## config.mk

```make
export PLATFORM = sky130hd
export DESIGN_NAME = rob_share_unit
export DESIGN_NICKNAME = d
export VERILOG_FILES = /design/src/rtl/rsu_pkg.sv /design/src/rtl/rsu_lane_qualify.sv /design/src/rtl/rsu_run_span.sv /design/src/rtl/rsu_size_count.sv /design/src/rtl/rob_share_unit.sv
export SDC_FILE = /design/constraint.sdc
export NUM_CORES = 1
export LEC_CHECK = 0
export ABC_AREA = 1
export BUFFER_PORTS_ARGS = -buffer_cell sky130_fd_sc_hd__buf_2
export CAP_MARGIN = 40
export CORE_UTILIZATION = 30
export DETAILED_ROUTE_END_ITERATION = 10
export PLACE_DENSITY = 0.71
export SYNTH_ARGS = -nofsm -noshare
export SYNTH_HDL_FRONTEND = slang
export SYNTH_SLANG_ARGS = --single-unit
```

## constraint.sdc

```tcl
create_clock -name vclk -period 2.7
set_input_delay 0.405 -clock vclk [all_inputs]
set_output_delay 0.405 -clock vclk [all_outputs]
set_load 0.01 [all_outputs]
```

## src/rtl/rsu_pkg.sv

```systemverilog
package rsu_pkg;
   localparam int RSU_DEF_LANES = 6;

   function automatic int rsu_size_width(input int lanes);
      return $clog2(lanes + 1);
   endfunction
endpackage

```

## src/rtl/rsu_lane_qualify.sv

```systemverilog
module rsu_lane_qualify #(
   parameter int LANES = rsu_pkg::RSU_DEF_LANES
) (
   input  logic [LANES-1:0] lane_valid,
   input  logic [LANES-1:0] lane_fused,
   input  logic [LANES-1:0] lane_last,
   input  logic [LANES-1:0] lane_excp,
   input  logic [LANES-1:0] lane_hint,
   output logic [LANES-1:0] shareable
);
   for (genvar g = 0; g < LANES; g++) begin : g_lane
      assign shareable[g] = lane_valid[g] & ~lane_fused[g] & lane_last[g]
                          & ~lane_excp[g] & lane_hint[g];
   end
endmodule

```

## src/rtl/rsu_run_span.sv

```systemverilog
module rsu_run_span #(
   parameter int LANES = rsu_pkg::RSU_DEF_LANES
) (
   input  logic [LANES-1:0]       shareable,
   output logic [LANES*LANES-1:0] span_mask,
   output logic [LANES-1:0]       run_end
);
   for (genvar g = 0; g < LANES; g++) begin : g_lane
      logic [LANES-1:0] m;
      always_comb begin
         logic alive;
         m    = '0;
         m[g] = 1'b1;
         alive = shareable[g];
         for (int k = g + 1; k < LANES; k++) begin
            alive = alive & shareable[k];
            if (alive) m[k] = 1'b1;
         end
         alive = shareable[g];
         for (int k = g - 1; k >= 0; k--) begin
            alive = alive & shareable[k];
            if (alive) m[k] = 1'b1;
         end
      end
      assign span_mask[g*LANES +: LANES] = m;

      if (g == LANES - 1) begin : g_top
         assign run_end[g] = 1'b1;
      end else begin : g_mid
         assign run_end[g] = ~shareable[g] | ~shareable[g+1];
      end
   end
endmodule

```

## src/rtl/rsu_size_count.sv

```systemverilog
module rsu_size_count #(
   parameter int LANES = rsu_pkg::RSU_DEF_LANES,
   parameter int SZ_W  = rsu_pkg::rsu_size_width(LANES)
) (
   input  logic [LANES*LANES-1:0] span_mask,
   output logic [LANES*SZ_W-1:0]  entry_size
);
   for (genvar g = 0; g < LANES; g++) begin : g_lane
      logic [SZ_W-1:0] cnt;
      always_comb begin
         cnt = '0;
         for (int k = 0; k < LANES; k++)
            cnt = cnt + SZ_W'(span_mask[g*LANES + k]);
      end
      assign entry_size[g*SZ_W +: SZ_W] = cnt;
   end
endmodule

```

## src/rtl/rob_share_unit.sv

```systemverilog
module rob_share_unit #(
   parameter int LANES = rsu_pkg::RSU_DEF_LANES,
   parameter int SZ_W  = rsu_pkg::rsu_size_width(LANES)
) (
   input  logic [LANES-1:0]       lane_valid,
   input  logic [LANES-1:0]       lane_fused,
   input  logic [LANES-1:0]       lane_last,
   input  logic [LANES-1:0]       lane_excp,
   input  logic [LANES-1:0]       lane_hint,
   output logic [LANES-1:0]       need_entry,
   output logic [LANES*SZ_W-1:0]  entry_size,
   output logic [LANES*LANES-1:0] share_mask
);
   if (LANES < 2) begin : g_bad_lanes
      $error("rob_share_unit: LANES must be at least 2");
   end
   if (SZ_W < $clog2(LANES + 1)) begin : g_bad_szw
      $error("rob_share_unit: SZ_W too narrow for LANES");
   end

   logic [LANES-1:0] shareable;
   logic [LANES-1:0] run_end;

   rsu_lane_qualify #(.LANES(LANES)) u_qual (
      .lane_valid (lane_valid),
      .lane_fused (lane_fused),
      .lane_last  (lane_last),
      .lane_excp  (lane_excp),
      .lane_hint  (lane_hint),
      .shareable  (shareable)
   );

   rsu_run_span #(.LANES(LANES)) u_span (
      .shareable (shareable),
      .span_mask (share_mask),
      .run_end   (run_end)
   );

   rsu_size_count #(.LANES(LANES), .SZ_W(SZ_W)) u_size (
      .span_mask  (share_mask),
      .entry_size (entry_size)
   );

   assign need_entry = run_end;
endmodule

```

==> impl_metrics.prom, run 1 <==
# TYPE chip_impl_metric gauge
chip_impl_metric{name="route.detailed.wl_per_inst",unit="um"} 11.0
chip_impl_metric{name="layout-area-overhead-vs-synth",unit="%"} 107
chip_impl_metric{name="drt-initial-drc-count",unit=""} 38
chip_impl_metric{name="die-width",unit="um"} 57.1
chip_impl_metric{name="cellLeakagePower",unit="nW"} 1.15
chip_impl_metric{name="top_level_ports",unit=""} 90
chip_impl_metric{name="layout.area.seq",unit="sq um"} 0
chip_impl_info{name="timing.critical_path.to_type",value="output pin"} 1
chip_impl_metric{name="power_density",unit="nW/um^2"} 46.6
chip_impl_metric{name="hpwl",unit="mm"} 2.23
chip_impl_metric{name="mappedNetlistArea",unit="sq um"} 912
chip_impl_metric{name="fmaxAchievable",unit="MHz"} 351
chip_impl_metric{name="number_of_warnings_reported_in_the_yosys_synthesis_log",unit=""} 0
chip_impl_metric{name="die_h",unit="um"} 57.1
chip_impl_metric{name="design.core.area",unit="sq um"} 2830
chip_impl_info{name="yosysTopAreaCell",value="fa_1"} 1
chip_impl_info{name="category_of_the_most_critical_setup_path",value="input port to output pin"} 1
chip_impl_metric{name="finalSetupTns",unit="ns"} -0.512
chip_impl_metric{name="synthesis.area_per_instance",unit="sq um"} 6.71
chip_impl_metric{name="io_buffers",unit=""} 83
chip_impl_metric{name="vias_after_detailed_routing",unit=""} 1153
chip_impl_metric{name="seq_cell_count",unit=""} 0
chip_impl_metric{name="synth_cells",unit=""} 136
chip_impl_metric{name="synth_sequential_area_ratio",unit=""} 0
chip_impl_info{name="ys_top_cells_by_area",value="fa_1 29%, inv_1 16%, buf_4 14%, nor2_1 8.2%, ha_1 6.9%"} 1
chip_impl_metric{name="maxCapViolations",unit=""} 0
chip_impl_metric{name="synth_cell_type_count",unit=""} 15
chip_impl_metric{name="core.rowCount",unit=""} 19
chip_impl_metric{name="drt_first_pass_iters",unit=""} 7
chip_impl_metric{name="n_fill_cell",unit=""} 241
chip_impl_metric{name="setup_viol",unit=""} 6
chip_impl_metric{name="grt_util_all_layers",unit=""} 0.170
chip_impl_metric{name="final_layout_size_suffix_gt1_frac",unit=""} 0.777
chip_impl_metric{name="dieArea",unit="sq um"} 3260
chip_impl_metric{name="first_global_vias",unit=""} 1112
chip_impl_metric{name="final_min_period_over_clock_period",unit=""} 1.06
chip_impl_metric{name="required",unit="ns"} 2.30
chip_impl_metric{name="placement.setup.worst_slack",unit="ns"} -0.197
chip_impl_metric{name="initial_core_utilization",unit=""} 0.322
chip_impl_metric{name="final-hold-violation-count",unit=""} 0
chip_impl_metric{name="cts_hold_repair.buffers",unit=""} 0
chip_impl_metric{name="ant_nets",unit=""} 0
chip_impl_info{name="run_status",value="complete, but fails checks"} 1
chip_impl_metric{name="gp_congestion",unit=""} 0.745
chip_impl_metric{name="fin_ws",unit="ns"} -0.152
chip_impl_metric{name="num-nets-final",unit=""} 292
chip_impl_metric{name="final_max_slew_viol_count",unit=""} 0
chip_impl_info{name="critical_path.startpoint_type",value="input port"} 1
chip_impl_metric{name="grt.overflow.total",unit=""} 0
chip_impl_metric{name="post_route_hold_slack",unit="ns"} 1.30
chip_impl_metric{name="grt_pass1_wl",unit="mm"} 4.52
chip_impl_metric{name="cp.arrival",unit="ns"} 2.45
chip_impl_info{name="violations",value="design-rule violations, negative setup slack"} 1
chip_impl_metric{name="drt_drc",unit=""} 16
chip_impl_metric{name="via_per_inst",unit=""} 4.22
chip_impl_metric{name="antenna_found_initial",unit=""} 0
chip_impl_metric{name="path_max_fanout",unit=""} 4
chip_impl_info{name="unrepaired_setup_endpoints_after_global_routing",value="yes"} 1
chip_impl_metric{name="fin_util",unit=""} 0.667
chip_impl_metric{name="final.clkbuf_count",unit=""} 0
chip_impl_metric{name="grt_start_max_net_pins",unit=""} 7
chip_impl_metric{name="drt_wl_total",unit="mm"} 3.01
chip_impl_info{name="hold_class",value="input port to output pin"} 1
chip_impl_metric{name="post_layout_minimum_cycle_time",unit="ns"} 2.85
chip_impl_metric{name="power.ir.vdd_worst",unit="mV"} 0.0405
chip_impl_metric{name="diodes",unit=""} 0
chip_impl_metric{name="synth_top_area_share",unit=""} 0.285
[layout make-up]
class	count	area [sq um]	share of cell area
timing repair buffer	118	815	0.432
tap	31	38.8	0.0206
inverter	40	163	0.0862
multi-input combinational	84	871	0.462
[worst max-delay path, stage by stage]
cell and delay (ns):
buf_2 0.12, nand3_4 0.08, nor2_4 0.04, nand2_4 0.10
buf_4 0.12, inv_2 0.04, fa_1 0.54, inv_2 0.04
fa_2 0.35, inv_2 0.06, fa_1 0.39, buf_2 0.15
[stage by stage]
step / std cells / total power (W) / area, sq um
detailed placement: 262 / 0.0000497 / 1450
floorplan: 142 / 0.0000287 / 945
finish: 273 / 0.0000879 / 1890
global placement: 262 / 0.0000486 / 1450
CTS: 267 / 0.0000664 / 1640
global route: 273 / 0.0000950 / 1890
[cell families after synthesis]
kind of cell | share of synthesized area
fa+ha+maj | 0.354
buf+inv | 0.309
other cells | 0.00411
simple gates | 0.333
[cell usage after synthesis, types with 2 or more instances]
master   instances
nor2_1          20
nand2_1         16
buf_4           17
ha_1             5
inv_2            2
nand2_2          4
nor2_2           5
nand3_1          7
inv_1           38
fa_1            13
nand2_4          2
nor2_4           4
[cell usage in the layout, fill, tap and decap left out]
master,instances
inv_6,1
inv_1,19
nand3_4,3
ha_1,2
nor2_2,4
nand2_1,8
conb_1,7
inv_2,17
fa_2,9
nand2_2,7
buf_2,63
nor2_4,13
ha_4,3
buf_6,23
nand2_4,7
nand3_1,2
nor2_1,12
fa_1,4
buf_4,32
inv_4,3
nand3_2,3
[path summary, 6_finish.rpt]
check	endpoint	slack [ns]	start	cells past startpoint
setup / recovery	entry_size[4]	-0.15	lane_hint[2]	12
hold / removal	need_entry[0]	1.30	lane_fused[1]	7
[repair_timing]
| item | CTS | global route |
|---|---|---|
| resized for setup | 46 | 49 |
| endpoints found under the setup margin | 12 | 10 |
| hold endpoints to repair | 0 | 0 |
| setup buffers | 5 | 7 |
| pin swaps | 15 | 31 |
[where the power goes]
group / leakage, nW / internal (W) / switching [W]
clock: 0 / 0 / 0
sequential: 0 / 0 / 0
combinational: 1.15 / 0.0000458 / 0.0000421
[routing by layer]
metal | global-route usage | vias to the layer above | share of wire
met3 | 0.00907 | 0 | 0.067
met4 | 0.00697 | 0 | 0
met5 | 0 | - | 0
li1 | - | 569 | -
met1 | 0.197 | 531 | 0.36
met2 | 0.353 | 53 | 0.57
Note: power is estimated with default switching activity, not from simulation.
==> run 2, diff against run 1 <==
--- a/config.mk
+++ b/config.mk
@@ -10,7 +10,7 @@
 export CAP_MARGIN = 40
 export CORE_UTILIZATION = 30
 export DETAILED_ROUTE_END_ITERATION = 10
-export PLACE_DENSITY = 0.71
+export PLACE_DENSITY = 0.68
 export SYNTH_ARGS = -nofsm -noshare
 export SYNTH_HDL_FRONTEND = slang
 export SYNTH_SLANG_ARGS = --single-unit
==> constraint.sdc (replaced) <==
create_clock -name vclk -period 2.85
set_input_delay 0.4275 -clock vclk [all_inputs]
set_output_delay 0.4275 -clock vclk [all_outputs]
set_load 0.01 [all_outputs]
==> run 2 against run 1 <==
The run ends with design-rule violations left; sequential cell count unchanged; routed wire length fell by 18%; non-clock buffer count fell by 9; final cell count down 3.3%; sequential share of layout area did not move; first-iteration DRC count fell by 42%; utilization decreased by 7.8 points; setup slack better by 0.17 ns; critical path depth fell by 1; global-route usage decreased by 2.4 points; via count fell by 8.2%; critical endpoint is now entry_size[1]; largest cell class unchanged.
==> impl_metrics.prom, run 2 (same netlist as run 1, synthesis figures left out) <==
# TYPE chip_impl_metric gauge
chip_impl_metric{name="worstHoldPathCells",unit=""} 7
chip_impl_metric{name="path_max_fanout",unit=""} 5
chip_impl_metric{name="wl_met3",unit="um"} 182
chip_impl_metric{name="power.ir.vdd_worst",unit="mV"} 0.0410
chip_impl_metric{name="numPlacedInstances",unit=""} 256
chip_impl_metric{name="seq_cell_count",unit=""} 0
chip_impl_metric{name="initial_core_utilization",unit=""} 0.322
chip_impl_info{name="hold_class",value="input port to output pin"} 1
chip_impl_info{name="run_status",value="complete, but fails checks"} 1
chip_impl_metric{name="power_frac_comb",unit=""} 1.000
chip_impl_metric{name="final_layout_size_suffix_gt1_frac",unit=""} 0.691
chip_impl_metric{name="clock_power_share",unit=""} 0
chip_impl_metric{name="via_per_inst",unit=""} 4.01
chip_impl_metric{name="final_min_period_over_clock_period",unit=""} 0.992
chip_impl_metric{name="fin_cells",unit=""} 264
chip_impl_metric{name="die-width",unit="um"} 57.1
chip_impl_metric{name="drt_drc",unit=""} 12
chip_impl_metric{name="final_max_slew_viol_count",unit=""} 0
chip_impl_metric{name="die_h",unit="um"} 57.1
chip_impl_metric{name="top_level_ports",unit=""} 90
chip_impl_metric{name="grt_pass1_wl",unit="mm"} 3.92
chip_impl_info{name="most-common-layout-cells",value="76 x buf_2, 30 x inv_1, 22 x buf_4, 13 x nor2_1"} 1
chip_impl_metric{name="met1Wirelength",unit="um"} 960
chip_impl_metric{name="required",unit="ns"} 2.42
chip_impl_metric{name="power_report.internal_total",unit="W"} 0.0000344
chip_impl_metric{name="gp_congestion",unit=""} 0.768
chip_impl_metric{name="dieArea",unit="sq um"} 3260
chip_impl_metric{name="antenna_found_initial",unit=""} 0
chip_impl_metric{name="post_route_hold_slack",unit="ns"} 1.33
chip_impl_metric{name="drt-initial-drc-count",unit=""} 22
chip_impl_metric{name="first_global_vias",unit=""} 977
chip_impl_metric{name="swShare",unit=""} 0.500
chip_impl_metric{name="relative_contribution_of_sequential_cells_to_total_power",unit=""} 0
chip_impl_info{name="category_of_the_most_critical_setup_path",value="input port to output pin"} 1
chip_impl_metric{name="cp_slowest_stage_delay",unit="ns"} 0.50
chip_impl_info{name="startpoint",value="lane_valid[3]"} 1
chip_impl_metric{name="grt_start_max_net_pins",unit=""} 7
chip_impl_metric{name="hpwl",unit="mm"} 2.11
chip_impl_metric{name="n_fill_cell",unit=""} 297
chip_impl_metric{name="routed_length_on_met2",unit="mm"} 1.33
chip_impl_metric{name="fmaxAchievable",unit="MHz"} 354
chip_impl_metric{name="post_layout_minimum_cycle_time",unit="ns"} 2.83
chip_impl_metric{name="drt_wl_total",unit="mm"} 2.48
chip_impl_metric{name="final.clkbuf_count",unit=""} 0
chip_impl_info{name="unrepaired_setup_endpoints_after_global_routing",value="yes"} 1
chip_impl_info{name="crit_path_top_delay_cell",value="fa_1"} 1
chip_impl_info{name="maxUsedRoutingLayer",value="met3"} 1
chip_impl_metric{name="power_switching",unit="W"} 0.0000344
chip_impl_info{name="critical_path.most_common_cell",value="nor2_4"} 1
chip_impl_metric{name="ant_nets",unit=""} 0
chip_impl_info{name="timing.critical_path.to_type",value="output pin"} 1
chip_impl_metric{name="layout.area.seq",unit="sq um"} 0
chip_impl_metric{name="num-nets-final",unit=""} 283
chip_impl_metric{name="placement.setup.worst_slack",unit="ns"} -0.0747
chip_impl_metric{name="io_buffers",unit=""} 83
chip_impl_metric{name="final-hold-violation-count",unit=""} 0
chip_impl_metric{name="layout-area-overhead-vs-synth",unit="%"} 82.7
chip_impl_metric{name="maxCapViolations",unit=""} 0
chip_impl_metric{name="setup_viol",unit=""} 0
chip_impl_info{name="violations",value="design-rule violations"} 1
chip_impl_metric{name="grt.overflow.total",unit=""} 0
chip_impl_metric{name="fin_ws",unit="ns"} 0.0224
chip_impl_metric{name="design.core.area",unit="sq um"} 2830
chip_impl_metric{name="vias_after_detailed_routing",unit=""} 1058
chip_impl_metric{name="cp.arrival",unit="ns"} 2.40
chip_impl_metric{name="route.detailed.wl_per_inst",unit="um"} 9.38
chip_impl_metric{name="core.rowCount",unit=""} 19
chip_impl_info{name="holdCritStartpoint",value="lane_excp[5]"} 1
chip_impl_metric{name="drt_first_pass_iters",unit=""} 7
chip_impl_info{name="critical_path.startpoint_type",value="input port"} 1
chip_impl_metric{name="cts_hold_repair.buffers",unit=""} 0
chip_impl_metric{name="grt_util_all_layers",unit=""} 0.146
chip_impl_metric{name="diodes",unit=""} 0
chip_impl_metric{name="fin_util",unit=""} 0.589
chip_impl_metric{name="cellLeakagePower",unit="nW"} 1.09
chip_impl_info{name="cells_along_the_critical_path",value="buf_2, nand2_2, nor2_4, nand2_4, nor2_4, nand2_4, nor2_4, ha_4, fa_2, fa_1, buf_2"} 1
chip_impl_metric{name="power_density",unit="nW/um^2"} 41.3
chip_impl_info{name="mostFrequentLayoutCell",value="buf_2"} 1
run 2: repair_timing:
item | CTS | global route
hold endpoints to repair | 0 | 0
setup buffers | 2 | 6
pin swaps | 4 | 19
gates resized for setup | 14 | 45
setup endpoints to repair | 5 | 9
run 2: critical path: cells and delay by family:
kind	cells	cell delay, ns
fa+ha+maj	3	1.09
buf+inv	2	0.20
simple gates	6	0.66
run 2: final cells by class:
| class | count | area, sq um | share of cell area |
|---|---|---|---|
| Inverter | 40 | 158 | 0.0946 |
| Tap cell | 31 | 38.8 | 0.0233 |
| Multi-Input combinational cell | 84 | 801 | 0.480 |
| Timing Repair Buffer | 109 | 669 | 0.402 |
run 2: final timing paths:
| kind | slack [ns] | end |
|---|---|---|
| setup / recovery | 0.02 | entry_size[1] |
| hold / removal | 1.33 | share_mask[11] |
run 2: power by group through the flow:
stage | Combinational [W] | Sequential (W) | Clock [W]
after global routing | 0.0000755 | 0 | 0
final | 0.0000688 | 0 | 0
after CTS | 0.0000489 | 0 | 0
after floorplan | 0.0000272 | 0 | 0
after global placement | 0.0000458 | 0 | 0
after detailed placement | 0.0000465 | 0 | 0
run 2: per-layer routing:
layer / up-vias / GRT usage
met4: 0 / 0
li1: 552 / -
met1: 457 / 0.179
met3: 0 / 0.00907
met2: 49 / 0.292
met5: - / 0
run 2: per-stage QoR:
stage	instance area, sq um	total power (W)	setup TNS, ns
2_1_floorplan	937	0.0000272	0
3_3_place_gp	1400	0.0000458	-0.0446
3_5_place_dp	1400	0.0000465	-0.164
4_1_cts	1460	0.0000489	0
5_1_grt	1670	0.0000755	-0.139
6_report	1670	0.0000688	0
==> run 3, diff against run 2 <==
--- a/config.mk
+++ b/config.mk
@@ -7,10 +7,10 @@
 export LEC_CHECK = 0
 export ABC_AREA = 1
 export BUFFER_PORTS_ARGS = -buffer_cell sky130_fd_sc_hd__buf_2
-export CAP_MARGIN = 40
 export CORE_UTILIZATION = 30
 export DETAILED_ROUTE_END_ITERATION = 10
-export PLACE_DENSITY = 0.68
+export PLACE_DENSITY = 0.66
 export SYNTH_ARGS = -nofsm -noshare
 export SYNTH_HDL_FRONTEND = slang
+export SYNTH_HIERARCHICAL = 1
 export SYNTH_SLANG_ARGS = --single-unit
==> run 3 against run 2 <==
The run ends with negative setup slack left; die area increased by 9.9%; total power increased by 46%; critical endpoint is now entry_size[7]; via count increased by 9.9%.
==> impl_metrics.prom, run 3 <==
# TYPE chip_impl_metric gauge
chip_impl_info{name="run_status",value="complete, but fails checks"} 1
chip_impl_info{name="violations",value="negative setup slack"} 1
chip_impl_metric{name="die-width",unit="um"} 59.9
chip_impl_metric{name="vias_after_detailed_routing",unit=""} 1163
chip_impl_metric{name="cellLeakagePower",unit="nW"} 1.22
chip_impl_metric{name="required",unit="ns"} 2.42
chip_impl_info{name="unrepaired_setup_endpoints_after_global_routing",value="yes"} 1
chip_impl_info{name="yosysTopAreaCell",value="fa_1"} 1
chip_impl_info{name="post-synth-top-count-cell",value="inv_1"} 1
chip_impl_info{name="startpoint",value="lane_excp[1]"} 1
chip_impl_info{name="synth.cells.most_frequent",value="60 x inv_1, 18 x fa_1, 17 x buf_4"} 1
chip_impl_info{name="most-common-layout-cells",value="57 x buf_2, 37 x inv_1, 33 x buf_6, 24 x buf_4, 15 x inv_2"} 1
chip_impl_metric{name="grt.overflow.total",unit=""} 0
chip_impl_metric{name="setup_viol",unit=""} 17
chip_impl_metric{name="io_buffers",unit=""} 83
chip_impl_metric{name="synthesis.area_per_instance",unit="sq um"} 7.08
chip_impl_metric{name="synth_top_area_share",unit=""} 0.358
chip_impl_metric{name="synth.mux.area_fraction",unit=""} 0
chip_impl_metric{name="mappedNetlistArea",unit="sq um"} 1010
chip_impl_metric{name="final_layout_size_suffix_gt1_frac",unit=""} 0.744
chip_impl_metric{name="final_max_slew_viol_count",unit=""} 0
chip_impl_metric{name="initial_core_utilization",unit=""} 0.322
chip_impl_metric{name="layout.area.seq",unit="sq um"} 0
chip_impl_metric{name="gp_congestion",unit=""} 0.722
chip_impl_metric{name="synth_cell_type_count",unit=""} 11
chip_impl_metric{name="top_level_ports",unit=""} 90
chip_impl_metric{name="compound_gate_portion_of_the_synthesized_area",unit=""} 0
chip_impl_info{name="category_of_the_most_critical_setup_path",value="input port to output pin"} 1
chip_impl_info{name="critical_path.startpoint_type",value="input port"} 1
chip_impl_metric{name="post_route_hold_slack",unit="ns"} 1.32
chip_impl_metric{name="design.core.area",unit="sq um"} 3130
chip_impl_metric{name="placement.setup.worst_slack",unit="ns"} -0.588
chip_impl_metric{name="drt_first_pass_iters",unit=""} 4
chip_impl_metric{name="layout-area-overhead-vs-synth",unit="%"} 111
chip_impl_metric{name="post_layout_minimum_cycle_time",unit="ns"} 3.36
chip_impl_metric{name="core.rowCount",unit=""} 20
chip_impl_metric{name="drt_wl_total",unit="mm"} 2.83
chip_impl_metric{name="n_fill_cell",unit=""} 252
chip_impl_info{name="endpoint",value="entry_size[7]"} 1
chip_impl_metric{name="route.detailed.wl_per_inst",unit="um"} 9.75
chip_impl_metric{name="cts_hold_repair.buffers",unit=""} 0
chip_impl_metric{name="first_global_vias",unit=""} 1102
chip_impl_info{name="ys_top_cells_by_area",value="fa_1 36%, inv_1 22%, buf_4 13%, ha_1 7.5%, nand3_2 7.0%"} 1
chip_impl_metric{name="num-nets-final",unit=""} 302
chip_impl_metric{name="ant_nets",unit=""} 0
chip_impl_metric{name="hpwl",unit="mm"} 2.25
chip_impl_metric{name="number_of_warnings_reported_in_the_yosys_synthesis_log",unit=""} 6
chip_impl_metric{name="finalSetupTns",unit="ns"} -4.40
chip_impl_metric{name="antenna_found_initial",unit=""} 0
chip_impl_info{name="hold_class",value="input port to output pin"} 1
chip_impl_metric{name="synth_cells",unit=""} 142
chip_impl_metric{name="drt_drc",unit=""} 0
chip_impl_metric{name="grt_util_all_layers",unit=""} 0.158
chip_impl_metric{name="xor_xnor_share_of_the_synthesized_area",unit=""} 0
chip_impl_metric{name="maxCapViolations",unit=""} 0
chip_impl_metric{name="final.clkbuf_count",unit=""} 0
chip_impl_metric{name="final_min_period_over_clock_period",unit=""} 1.18
chip_impl_metric{name="diodes",unit=""} 0
chip_impl_metric{name="drt-initial-drc-count",unit=""} 14
chip_impl_metric{name="synth-adder-area-share",unit=""} 0.433
chip_impl_info{name="mostFrequentLayoutCell",value="buf_2"} 1
chip_impl_metric{name="grt_start_max_net_pins",unit=""} 8
chip_impl_metric{name="dieArea",unit="sq um"} 3590
chip_impl_metric{name="grt_pass1_wl",unit="mm"} 4.40
chip_impl_metric{name="power.ir.vdd_worst",unit="mV"} 0.0454
chip_impl_metric{name="cp.arrival",unit="ns"} 2.93
chip_impl_metric{name="die_h",unit="um"} 59.9
chip_impl_info{name="timing.critical_path.to_type",value="output pin"} 1
chip_impl_metric{name="power_density",unit="nW/um^2"} 47.4
chip_impl_info{name="synth_top_family_by_area",value="adder cells"} 1
chip_impl_metric{name="final-hold-violation-count",unit=""} 0
chip_impl_metric{name="path_max_fanout",unit=""} 4
chip_impl_metric{name="fin_ws",unit="ns"} -0.505
chip_impl_metric{name="seq_cell_count",unit=""} 0
chip_impl_metric{name="synth_simple_gate_area_frac",unit=""} 0.213
chip_impl_metric{name="synth_sequential_area_ratio",unit=""} 0
chip_impl_metric{name="fmaxAchievable",unit="MHz"} 298
chip_impl_metric{name="via_per_inst",unit=""} 4.01
[run 3: logic make-up (layout without fill, tap and decap cells)]
group | after synthesis | count (layout)
adder cells (fa/ha/maj) | 24 | 24
AND/OR/NAND/NOR | 40 | 40
other | 1 | 7
buffers and inverters | 77 | 175
[run 3: timing repair]
action	CTS	global route
setup endpoints to repair	18	18
resized for setup	29	62
pin swaps	10	7
setup buffers	12	7
hold endpoints to repair	0	0
[run 3: cell type report]
cell class,instances,area (sq um),share of cell area
inverter,60,275,0.130
tap,44,55.1,0.0260
timing repair buffer,115,852,0.402
multi-input combinational,71,937,0.442
[run 3: worst min-delay path by stage]
stage,start,to,cells after the start
after CTS,lane_excp[4],need_entry[3],6
after global routing,lane_excp[4],need_entry[3],6
after global placement,lane_excp[4],need_entry[3],6
after detailed placement,lane_excp[4],need_entry[3],6
final,lane_excp[4],need_entry[3],6
after floorplan,lane_last[3],need_entry[2],3
[run 3: layer usage]
layer	vias up	wire, um	track usage	part of all wire
met3	4	146	0.00433	0.052
met2	54	1600	0.325	0.57
li1	575	-	-	-
met4	0	48	0.00997	0.017
met1	530	1030	0.186	0.36
met5	-	0	0	0
[run 3: stage by stage]
stage / area (sq um) / cells / total power (W) / utilization
6_report: 2120 / 290 / 0.000100 / 0.678
4_1_cts: 1790 / 284 / 0.0000781 / 0.572
3_5_place_dp: 1600 / 272 / 0.0000696 / 0.512
5_1_grt: 2120 / 290 / 0.000110 / 0.678
3_3_place_gp: 1600 / 272 / 0.0000686 / 0.512
2_1_floorplan: 1160 / 148 / 0.0000452 / -
[run 3: worst max-delay path, cell delays in order]
cell,delay (ns)
buf_6,0.10
inv_4,0.05
nand3_4,0.06
nor2_4,0.17
buf_6,0.13
nand3_4,0.10
inv_2,0.08
inv_2,0.03
fa_1,0.45
fa_1,0.51
inv_2,0.05
ha_4,0.15
fa_2,0.53
buf_6,0.10
[run 3: power by group]
part | switching (W) | internal [W] | total [W]
clock | 0 | 0 | 0
sequential | 0 | 0 | 0
combinational | 0.0000478 | 0.0000526 | 0.000100
